### config.mk
export PLATFORM = sky130hd
export DESIGN_NAME = pin_shift_writer
export DESIGN_NICKNAME = d
export VERILOG_FILES = /design/src/rtl/pbw_pkg.sv /design/src/rtl/pbw_cfg_gate.sv /design/src/rtl/pbw_sequencer.sv /design/src/rtl/pbw_pin_shadow.sv /design/src/rtl/pin_shift_writer.sv
export SDC_FILE = /design/constraint.sdc
export NUM_CORES = 1
export LEC_CHECK = 0
export ABC_AREA = 1
export BUFFER_PORTS_ARGS = -buffer_cell sky130_fd_sc_hd__buf_4
export CAP_MARGIN = 20
export CORE_UTILIZATION = 40
export CTS_BUF_LIST = sky130_fd_sc_hd__clkbuf_4 sky130_fd_sc_hd__clkbuf_8 sky130_fd_sc_hd__clkbuf_16
export DETAILED_ROUTE_END_ITERATION = 10
export PLACE_DENSITY_LB_ADDON = 0.15
export SYNTH_ARGS = -nofsm -noshare
export SYNTH_HDL_FRONTEND = slang
export SYNTH_SLANG_ARGS = --single-unit
### constraint.sdc
create_clock -name clk -period 4 [get_ports clk]
set_input_delay 0.4 -clock clk [delete_from_list [all_inputs] [get_ports clk]]
set_output_delay 0.4 -clock clk [all_outputs]
set_load 0.01 [all_outputs]
### src/rtl/pbw_pkg.sv
package pbw_pkg;
  typedef enum logic [1:0] {
    PH_CLK_LO = 2'd0,
    PH_DATA   = 2'd1,
    PH_CLK_HI = 2'd2
  } phase_t;
endpackage

### src/rtl/pbw_cfg_gate.sv
module pbw_cfg_gate #(
  parameter int PORT_W = 8,
  localparam int CFG_W = 2 * PORT_W + 1
) (
  input  logic              clk,
  input  logic              rst_n,
  input  logic              load,
  input  logic [CFG_W-1:0]  word,
  input  logic [PORT_W-1:0] wr_mask,
  input  logic [PORT_W-1:0] dir_out,
  output logic [PORT_W-1:0] clk_m,
  output logic [PORT_W-1:0] dat_m,
  output logic              msb_first,
  output logic              armed
);
  logic [PORT_W-1:0] c_req, d_req;
  logic              legal;

  assign c_req = word[PORT_W-1:0];
  assign d_req = word[2*PORT_W-1:PORT_W];
  assign legal = (|(c_req & wr_mask)) && (|(d_req & wr_mask)) &&
                 (|(c_req & dir_out)) && (|(d_req & dir_out));

  always_ff @(posedge clk or negedge rst_n) begin
    if (!rst_n) begin
      clk_m     <= '0;
      dat_m     <= '0;
      msb_first <= 1'b0;
    end else if (load) begin
      clk_m     <= legal ? c_req : '0;
      dat_m     <= legal ? d_req : '0;
      msb_first <= word[CFG_W-1];
    end
  end

  assign armed = (|clk_m) && (|dat_m);
endmodule

### src/rtl/pbw_sequencer.sv
module pbw_sequencer
  import pbw_pkg::*;
#(
  parameter int BYTE_W  = 8,
  parameter int PRESC_W = 4,
  localparam int IDX_W  = $clog2(BYTE_W)
) (
  input  logic               clk,
  input  logic               rst_n,
  input  logic               start,
  input  logic [BYTE_W-1:0]  byte_in,
  input  logic [PRESC_W-1:0] presc_in,
  input  logic               msb_in,
  output logic               busy,
  output logic               upd,
  output phase_t             upd_ph,
  output logic               upd_bit,
  output logic               done
);
  phase_t             ph;
  logic [PRESC_W-1:0] tmr, presc_q;
  logic [IDX_W-1:0]   idx, idx_eff;
  logic [BYTE_W-1:0]  byte_q;
  logic               msb_q;
  logic               expire, last;

  assign expire = busy && (tmr == '0);
  assign last   = (ph == PH_CLK_HI) && (idx == IDX_W'(BYTE_W - 1));
  assign upd    = start || (expire && !last);

  always_comb begin
    if (start) begin
      upd_ph = PH_CLK_LO;
    end else begin
      case (ph)
        PH_CLK_LO: upd_ph = PH_DATA;
        PH_DATA:   upd_ph = PH_CLK_HI;
        default:   upd_ph = PH_CLK_LO;
      endcase
    end
  end

  assign idx_eff = msb_q ? (IDX_W'(BYTE_W - 1) - idx) : idx;
  assign upd_bit = byte_q[idx_eff];

  always_ff @(posedge clk or negedge rst_n) begin
    if (!rst_n) begin
      busy    <= 1'b0;
      ph      <= PH_CLK_LO;
      tmr     <= '0;
      presc_q <= '0;
      idx     <= '0;
      byte_q  <= '0;
      msb_q   <= 1'b0;
      done    <= 1'b0;
    end else begin
      done <= 1'b0;
      if (start) begin
        busy    <= 1'b1;
        ph      <= PH_CLK_LO;
        tmr     <= presc_in;
        presc_q <= presc_in;
        idx     <= '0;
        byte_q  <= byte_in;
        msb_q   <= msb_in;
      end else if (busy) begin
        if (tmr != '0) begin
          tmr <= tmr - 1'b1;
        end else if (last) begin
          busy <= 1'b0;
          done <= 1'b1;
        end else begin
          tmr <= presc_q;
          ph  <= upd_ph;
          if (ph == PH_CLK_HI) idx <= idx + 1'b1;
        end
      end
    end
  end
endmodule

### src/rtl/pbw_pin_shadow.sv
module pbw_pin_shadow
  import pbw_pkg::*;
#(
  parameter int PORT_W = 8,
  parameter logic [PORT_W-1:0] RST_VAL = '0
) (
  input  logic              clk,
  input  logic              rst_n,
  input  logic              host_wr,
  input  logic [PORT_W-1:0] host_data,
  input  logic              upd,
  input  phase_t            upd_ph,
  input  logic              upd_bit,
  input  logic [PORT_W-1:0] clk_m,
  input  logic [PORT_W-1:0] dat_m,
  output logic [PORT_W-1:0] port_q
);
  logic [PORT_W-1:0] base, nxt;
  logic              do_lo, do_dat, do_hi;

  assign base   = host_wr ? host_data : port_q;
  assign do_lo  = upd && (upd_ph == PH_CLK_LO);
  assign do_dat = upd && (upd_ph == PH_DATA);
  assign do_hi  = upd && (upd_ph == PH_CLK_HI);

  for (genvar i = 0; i < PORT_W; i++) begin : g_pin
    assign nxt[i] = (do_lo  && clk_m[i]) ? 1'b0    :
                    (do_hi  && clk_m[i]) ? 1'b1    :
                    (do_dat && dat_m[i]) ? upd_bit :
                    base[i];
  end

  always_ff @(posedge clk or negedge rst_n) begin
    if (!rst_n) port_q <= RST_VAL;
    else        port_q <= nxt;
  end
endmodule

### src/rtl/pin_shift_writer.sv
module pin_shift_writer
  import pbw_pkg::*;
#(
  parameter int PORT_W  = 8,
  parameter int BYTE_W  = 8,
  parameter int PRESC_W = 4,
  localparam int CFG_W  = 2 * PORT_W + 1
) (
  input  logic               clk,
  input  logic               rst_n,
  input  logic               cfg_load,
  input  logic [CFG_W-1:0]   cfg_word,
  input  logic [PORT_W-1:0]  wr_mask,
  input  logic [PORT_W-1:0]  dir_out,
  output logic               cfg_armed,
  input  logic [PRESC_W-1:0] presc,
  input  logic               s_valid,
  input  logic [BYTE_W-1:0]  s_data,
  output logic               s_ready,
  input  logic               port_wr,
  input  logic [PORT_W-1:0]  port_wdata,
  output logic [PORT_W-1:0]  port_q,
  output logic               done,
  output logic               perm_err
);
  logic [PORT_W-1:0] clk_m, dat_m;
  logic              msb_first, busy, accept, start;
  logic              upd, upd_bit;
  phase_t            upd_ph;

  assign s_ready = !busy;
  assign accept  = s_valid && s_ready;
  assign start   = accept && cfg_armed;

  pbw_cfg_gate #(.PORT_W(PORT_W)) u_cfg (
    .clk(clk), .rst_n(rst_n), .load(cfg_load && !busy), .word(cfg_word),
    .wr_mask(wr_mask), .dir_out(dir_out), .clk_m(clk_m), .dat_m(dat_m),
    .msb_first(msb_first), .armed(cfg_armed)
  );

  pbw_sequencer #(.BYTE_W(BYTE_W), .PRESC_W(PRESC_W)) u_seq (
    .clk(clk), .rst_n(rst_n), .start(start), .byte_in(s_data),
    .presc_in(presc), .msb_in(msb_first), .busy(busy), .upd(upd),
    .upd_ph(upd_ph), .upd_bit(upd_bit), .done(done)
  );

  pbw_pin_shadow #(.PORT_W(PORT_W)) u_pins (
    .clk(clk), .rst_n(rst_n), .host_wr(port_wr && !busy),
    .host_data(port_wdata), .upd(upd), .upd_ph(upd_ph), .upd_bit(upd_bit),
    .clk_m(clk_m), .dat_m(dat_m), .port_q(port_q)
  );

  always_ff @(posedge clk or negedge rst_n) begin
    if (!rst_n) perm_err <= 1'b0;
    else        perm_err <= accept && !cfg_armed;
  end
endmodule

==> impl_metrics.ini <==
[run_status]
status = finished clean

[setup_path]
worstSetupEndpointType = register
cp_data_required_time_ns = 4.20
crit_arrival_ns = 2.31
cp_max_fo = 39
rr_startpoint = u_cfg.dat_m[4]
critical_path_class = reg2reg
reg2regPathDepth = 9
cp-start-kind = register
r2r-end = u_pins.port_q[5]
r2r_setup_slack_ns = 1.89
crit_start = u_cfg.dat_m[4]

[power_and_ir_drop]
power.density_nw_per_um2 = 644
p_leak_nw = 2.04
power_mw = 2.35
ir_drop_mv = 0.209

[place]
port_buffers = 69
dp_hpwl_mm = 4.92
place_congestion = 0.816

[timing]
final.setup_skew_ns = 0.00627
whs_ns = 0.0951
tightest_slew_ns = 1.02
finalSetupViolations = 0
fmax_mhz = 474
max_slew_margin = 0.318
tns_ns = 0
final_max_slew_viol_count = 0
period_share = 0.527
rsz0062_at_grt = no
finalCriticalPeriod_ns = 2.11
hold_viol_final = 0

[route]
wire_per_inst_um = 11.4
drt-total-wl_mm = 6.54
first_iter_violations = 114
drc_errors = 0
ant_nets = 0
dr.pass1.iters = 4
vias = 2610
via_per_inst = 4.56

[clock_network]
cts_buffer_depth = 2
cts_tree = built
numCtsBuffers = 5
clk_pin_slew_ns = 0.09
clock_latency_ns = 0.30
cts_max_level = 2
hold_buffers = 0
cts_root_buffer = clkbuf_8
postCtsSetupBuffers = 0
cts_resized = 0
clock_sinks = 50

[global_route]
grt_pass1_vias = 2449
grtUsageTotal = 0.182
grt_overflow = 0
grt_max_degree = 51
antenna_found_initial = 0
grt_pass1_wl_mm = 11.0

[synth]
syn_area_per_cell_um2 = 7.22
synth_top_area_cell = dfrtp_1
synth_top_area_share = 0.423
postSynthCellCount = 410
synth_area_leaders = dfrtp_1, nand2_1, inv_1
synth_seq_cells = 50
ys_seq_area_frac = 0.423
ys_types = 32
yosysWarnings = 0
syn-cell-area_um2 = 2960
synth_nets = 472

[final_layout]
layout_commonest_cell = nand2_1
diodes = 0
drive_gt1_frac = 0.204
areaGrowthSynthToFinish_pct = 23.1
final_nets = 537
final_cell_mix = nand2_1, buf_4, inv_1

[floorplanning]
core_um2 = 6980
placement_rows = 30
design.die.area_um2 = 7750
ios = 70
die_y_um = 88.0
die_x_um = 88.0
start_util = 0.424

[min_path]
hold_class = in2async

[job]
cap_violations = 0
==> cell type report <==
| cell class | count | area [um2] |
|---|---|---|
| Sequential cell | 50 | 1250 |
| Fill cell | 712 | 3340 |
| Clock inverter | 1 | 30.0 |
| Tap cell | 96 | 120 |
| Clock buffer | 7 | 83.8 |
| Multi-Input combinational cell | 280 | 1380 |
| Inverter | 69 | 259 |
| Timing Repair Buffer | 69 | 518 |
==> stage by stage <==
step | utilization | std cells | setup slack [ns] | cell area [um2]
floorplan | - | 410 | 2.36 | 2960
global placement | 0.506 | 564 | 1.87 | 3530
detailed placement | 0.506 | 564 | 1.86 | 3530
CTS | 0.522 | 572 | 1.89 | 3640
global route | 0.522 | 572 | 1.59 | 3640
finish | 0.522 | 572 | 1.89 | 3640
==> synthesized netlist by cell type (all sizes together) <==
cell type and n:
nand4 12, nor2 46, dfrtp 50, and2 1, o21ai 14, nand2 136
o22ai 9, inv 69, nor3 2, clkbuf 1, buf 10, a31o 1
mux2i 8, a21oi 25, o221ai 2, o211ai 3, xor2 2, xnor2 3
nand3 11, o41ai 1, ha 4
==> metal layers <==
layer  up-vias  global-route usage  wire (um)
met4         0              0.0601         90
li1       1411                   -          -
met5         -                   0          0
met3         6              0.0330        325
met1      1122               0.260       3500
met2        71               0.280       2630
==> worst max-delay path by stage <==
stage | end | slack (ns)
CTS | u_pins.port_q[5] | 1.89
detailed placement | u_pins.port_q[5] | 1.86
finish | u_pins.port_q[5] | 1.89
global placement | u_pins.port_q[2] | 1.87
global route | u_pins.port_q[4] | 1.59
floorplan | u_pins.port_q[5] | 2.36
==> registers in the layout, indices dropped and copies added (netlist names) <==
signal,count
u_cfg.msb_first,1
u_cfg.clk_m,8
u_seq.tmr,4
perm_err,1
u_seq.idx,3
u_seq.presc_q,4
u_seq.msb_q,1
u_seq.busy,1
u_seq.byte_q,8
u_seq.ph,2
u_seq.done,1
u_cfg.dat_m,8
u_pins.port_q,8
==> power breakdown <==
group          internal [mW]  switching, mW
combinational          0.439          0.637
sequential             0.733          0.174
clock                  0.201          0.164
==> worst max-delay path, stage by stage (launching register included) <==
cell	delay, ns
dfrtp_1	0.45
inv_1	0.06
nand2_1	0.07
nor2_1	0.05
nand2_1	0.09
nand3_2	0.57
nand2_4	0.30
nand2_1	0.20
nor2_1	0.17
a21oi_2	0.05
==> cell families after synthesis <==
kind of cell,synth area share
simple gates,0.298
buf+inv,0.111
fa+ha+maj,0.0169
mux,0.0271
xor+xnor,0.0148
compound gates,0.109
flops,0.423
Power figures use the tool's default switching activity.
